<file path="config.mk">
export PLATFORM = sky130hd
export DESIGN_NAME = nan_pick_sel
export DESIGN_NICKNAME = d
export VERILOG_FILES = /design/src/rtl/nan_pick_pkg.sv /design/src/rtl/nan_pick_ctrl.sv /design/src/rtl/nan_pick_dp.sv /design/src/rtl/nan_pick_sel.sv
export SDC_FILE = /design/constraint.sdc
export NUM_CORES = 1
export LEC_CHECK = 0
export BUFFER_PORTS_ARGS = -buffer_cell sky130_fd_sc_hd__buf_2
export CAP_MARGIN = 20
export CORE_MARGIN = 3
export CORE_UTILIZATION = 30
export DETAILED_ROUTE_END_ITERATION = 10
export GPL_TIMING_DRIVEN = 0
export PLACE_DENSITY = 0.58
export RECOVER_POWER = 100
export SYNTH_ARGS = -nofsm -noshare
export SYNTH_HDL_FRONTEND = slang
export SYNTH_SLANG_ARGS = --single-unit
</file>
<file path="constraint.sdc">
create_clock -name vclk -period 2.66
set_clock_uncertainty 0.2 [all_clocks]
set_input_delay 0.133 -clock vclk [all_inputs]
set_output_delay 0.133 -clock vclk [all_outputs]
set_load 0.03 [all_outputs]
</file>
<file path="src/rtl/nan_pick_pkg.sv">
package nan_pick_pkg;

  // Operand class codes supplied by the upstream classifier.
  typedef enum logic [1:0] {
    CLS_NUM  = 2'b00,
    CLS_QNAN = 2'b01,
    CLS_SNAN = 2'b10,
    CLS_RSVD = 2'b11
  } cls_e;

  // Propagation policies.
  typedef enum logic [1:0] {
    MODE_SNAN_AB   = 2'd0,
    MODE_FIRST_ANY = 2'd1,
    MODE_SNAN_BA   = 2'd2,
    MODE_MAGNITUDE = 2'd3
  } mode_e;

  // Strobes from the policy control to the datapath.
  typedef struct packed {
    logic pickB;      // take operand B instead of A
    logic useDefault; // replace the selection by the default NaN
    logic quietOut;   // the selection is signalling and must be quieted
    logic invalid;    // a signalling NaN was seen
  } ctl_t;

endpackage

</file>
<file path="src/rtl/nan_pick_ctrl.sv">
module nan_pick_ctrl
  import nan_pick_pkg::*;
(
  input  cls_e  clsA,
  input  cls_e  clsB,
  input  mode_e mode,
  input  logic  defaultMode,
  input  logic  aLarger,
  output ctl_t  ctl
);

  logic aSnan, bSnan, aQnan, bQnan, aNan, bNan;
  logic pickB;

  always_comb begin
    aSnan = (clsA == CLS_SNAN);
    bSnan = (clsB == CLS_SNAN);
    aQnan = (clsA == CLS_QNAN);
    bQnan = (clsB == CLS_QNAN);
    aNan  = aSnan || aQnan;
    bNan  = bSnan || bQnan;
  end

  always_comb begin
    pickB = 1'b0;
    case (mode)
      MODE_SNAN_AB: begin
        if (aSnan)      pickB = 1'b0;
        else if (bSnan) pickB = 1'b1;
        else if (aQnan) pickB = 1'b0;
        else            pickB = 1'b1;
      end
      MODE_FIRST_ANY: begin
        pickB = !aNan;
      end
      MODE_SNAN_BA: begin
        if (bSnan)      pickB = 1'b1;
        else if (aSnan) pickB = 1'b0;
        else if (bQnan) pickB = 1'b1;
        else            pickB = 1'b0;
      end
      MODE_MAGNITUDE: begin
        if ((aSnan && bSnan) || (aQnan && bQnan)) pickB = !aLarger;
        else if (aSnan && bQnan)                  pickB = 1'b1;
        else if (aQnan && bSnan)                  pickB = 1'b0;
        else                                      pickB = !aNan;
      end
      default: pickB = 1'b0;
    endcase
  end

  always_comb begin
    ctl.pickB      = pickB;
    ctl.useDefault = defaultMode || !(aNan || bNan);
    ctl.quietOut   = pickB ? bSnan : aSnan;
    ctl.invalid    = aSnan || bSnan;
  end

endmodule

</file>
<file path="src/rtl/nan_pick_dp.sv">
module nan_pick_dp
  import nan_pick_pkg::*;
#(
  parameter int EXP_W  = 8,
  parameter int FRAC_W = 23
) (
  input  logic [EXP_W+FRAC_W:0] opA,
  input  logic [EXP_W+FRAC_W:0] opB,
  input  ctl_t                  ctl,
  output logic                  aLarger,
  output logic [EXP_W+FRAC_W:0] result
);

  localparam int W = 1 + EXP_W + FRAC_W;
  localparam logic [W-1:0] QUIET_BIT = W'(1) << (FRAC_W - 1);
  localparam logic [W-1:0] DEF_NAN   = {1'b0, {EXP_W{1'b1}}, 1'b1, {(FRAC_W-1){1'b0}}};

  logic [FRAC_W-1:0] fracA, fracB;
  logic              signA, signB;
  logic [W-1:0]      chosen, quieted;

  // Significand comparison with sign tie-break for the magnitude policy.
  always_comb begin
    fracA = opA[FRAC_W-1:0];
    fracB = opB[FRAC_W-1:0];
    signA = opA[W-1];
    signB = opB[W-1];
    if (fracA > fracB)      aLarger = 1'b1;
    else if (fracA < fracB) aLarger = 1'b0;
    else                    aLarger = !signA && signB;
  end

  always_comb begin
    chosen  = ctl.pickB ? opB : opA;
    quieted = ctl.quietOut ? (chosen | QUIET_BIT) : chosen;
    result  = ctl.useDefault ? DEF_NAN : quieted;
  end

endmodule

</file>
<file path="src/rtl/nan_pick_sel.sv">
module nan_pick_sel
  import nan_pick_pkg::*;
#(
  parameter int EXP_W  = 8,
  parameter int FRAC_W = 23
) (
  input  logic [1:0]             clsA,
  input  logic [1:0]             clsB,
  input  logic [EXP_W+FRAC_W:0]  opA,
  input  logic [EXP_W+FRAC_W:0]  opB,
  input  logic [1:0]             mode,
  input  logic                   defaultMode,
  output logic [EXP_W+FRAC_W:0]  result,
  output logic                   invalid
);

  ctl_t ctl;
  logic aLarger;

  nan_pick_ctrl u_ctrl (
    .clsA        (cls_e'(clsA)),
    .clsB        (cls_e'(clsB)),
    .mode        (mode_e'(mode)),
    .defaultMode (defaultMode),
    .aLarger     (aLarger),
    .ctl         (ctl)
  );

  nan_pick_dp #(.EXP_W(EXP_W), .FRAC_W(FRAC_W)) u_dp (
    .opA     (opA),
    .opB     (opB),
    .ctl     (ctl),
    .aLarger (aLarger),
    .result  (result)
  );

  assign invalid = ctl.invalid;

endmodule

</file>
==> flow_summary.yaml <==
critical_path:
  start_kind: "input pin"
  crit_path_end_kind: "primary output"
  cp_max_fo: 9
  crit_type: "input pin to primary output"
  required_ps: 2330
  crit_arrival_ps: 2210
sta:
  setup-tns-final_ps: 0
  finalMaxSlewViolations: 0
  holdWs_ps: 423
  tightest_slew_ps: 714
  post-route-min-period_ps: 2540
  slew_headroom: 0.524
  clock.fmax_mhz: 394
  finalHoldViolCount: 0
  worst_slack_ps: 121
  fin_crit_sh: 0.955
  rsz0062_at_grt: "no"
  setup_viol: 0
drt:
  wl_per_cell_um: 12.2
  drt-initial-drc-count: 46
  drc: 0
  ant_nets: 0
  num_vias: 1922
  firstDrtPassIters: 4
  via_per_inst: 4.98
  drt-total-wl_mm: 4.70
run:
  cap_violations: 0
floorplan:
  die_x_um: 76.7
  initial_utilization: 0.313
  dieArea_mm2: 0.00588
  die_h_um: 76.7
  rows: 25
  core_area_mm2: 0.00479
  pin_count: 104
finish:
  area_growth_pct: 47.0
  fillers: 529
  final_util: 0.460
  layout_commonest_cell: "buf_2"
  clockBufferCount: 0
  antenna_cells: 0
  final_cells: 386
  stdcell_area_mm2: 0.00220
  final_cell_mix: "buf_2, inv_1, a21oi_1"
  nets: 419
  seq_cells: 0
  drive_above_1_share: 0.470
  seq_area_um2: 0
  multi_input_area_mm2: 0.00135
global_route:
  grt.total_usage: 0.148
  grt_overflow: 0
  use_met2: 0.279
  grt_use_met1: 0.189
  grt_start_max_net_pins: 11
  grt_pass1_wl_mm: 7.76
  use_met3: 0.0153
  antenna_found_initial: 0
  grt_pass1_vias: 1827
  busiest_layer: "met2"
logic_synthesis:
  ys_top_cells_by_area: "ha_1, a21oi_1, nand3_1"
  yosysUniqueCellTypes: 37
  syn_area_per_cell_um2: 7.07
  syn_nets: 310
  synth_top_area_cell: "ha_1"
  syn_area_mm2: 0.00150
  synthCells: 212
  seq_area_frac_synth: 0
  yosysWarnings: 0
  synth_top_area_share: 0.225
power:
  p_leak_nw: 1.16
  power_mw: 0.570
  power_density_mw_per_mm2: 259
  peakVddDrop_uv: 131
place:
  dp_cells: 383
  dpl.hpwl_mm: 3.95
  gp_congestion: 0.766
  place.port_buffers: 104
  pre_cts_slack_ps: 35.9
  dpl_cell_area_mm2: 0.00210
clock_tree:
  hold_buffers: 0
worst_hold_path:
  min-delay-path-class: "input pin to primary output"
outcome:
  status: "finished clean"
## where the power goes
part           total, mW  switching, mW  leakage, nW  internal (mW)
combinational      0.570          0.346         1.16          0.225
sequential             0              0            0              0
clock                  0              0            0              0
total              0.570          0.346         1.16          0.225
## worst max-delay path: stages
cell	delay (ps)
buf_2	90
inv_1	40
ha_1	310
nand4_1	250
nor4_4	310
a21oi_2	130
o22ai_4	290
buf_12	150
nor2_8	40
a211o_1	290
clkbuf_2	180
## kinds of logic after synthesis
kind of cell | Yosys count | share of synthesized area
adders and majority gates | 27 | 0.225
and+or+nand+nor | 52 | 0.218
muxes | 1 | 0.00668
buffers and inverters | 42 | 0.139
AOI/OAI and AO/OA | 90 | 0.412
## what timing repair did
| item | 4_1_cts | 5_1_grt |
|---|---|---|
| setup buffers | 0 | 3 |
| gates resized for setup | 0 | 10 |
| hold endpoints to repair | 0 | 0 |
| setup endpoints to repair | 0 | 29 |
## metal layers
layer / routed length, um / up-vias
li1: - / 995
met1: 2050 / 855
met2: 2330 / 70
met3: 299 / 2
met4: 21 / 0
met5: 0 / -
## final timing paths
path     from    endpoint  slack [ps]  cells past startpoint
min   opA[28]  result[28]         420                      3
max   opB[18]  result[25]         120                     11
## layout make-up
class                      instances  area share
multi-input combinational        170       0.613
timing repair buffer             107       0.254
buffer                            14      0.0477
inverter                          28      0.0477
tap                               67      0.0380
## cell usage after synthesis (2+ instances only)
cell type  instances
a21oi_2           11
buf_2              4
o21ai_1           11
nand3_1           24
ha_1              27
buf_6              5
o21ai_2           10
nor2b_1            2
a211o_1            8
a21oi_1           27
a21boi_1           7
nor3_1             5
nand2_1            6
clkbuf_1           3
inv_1             28
nand4_1            4
nand2b_1           2
buf_4              2
o21ai_0            8
No activity file was read; power rests on OpenSTA's default activity.
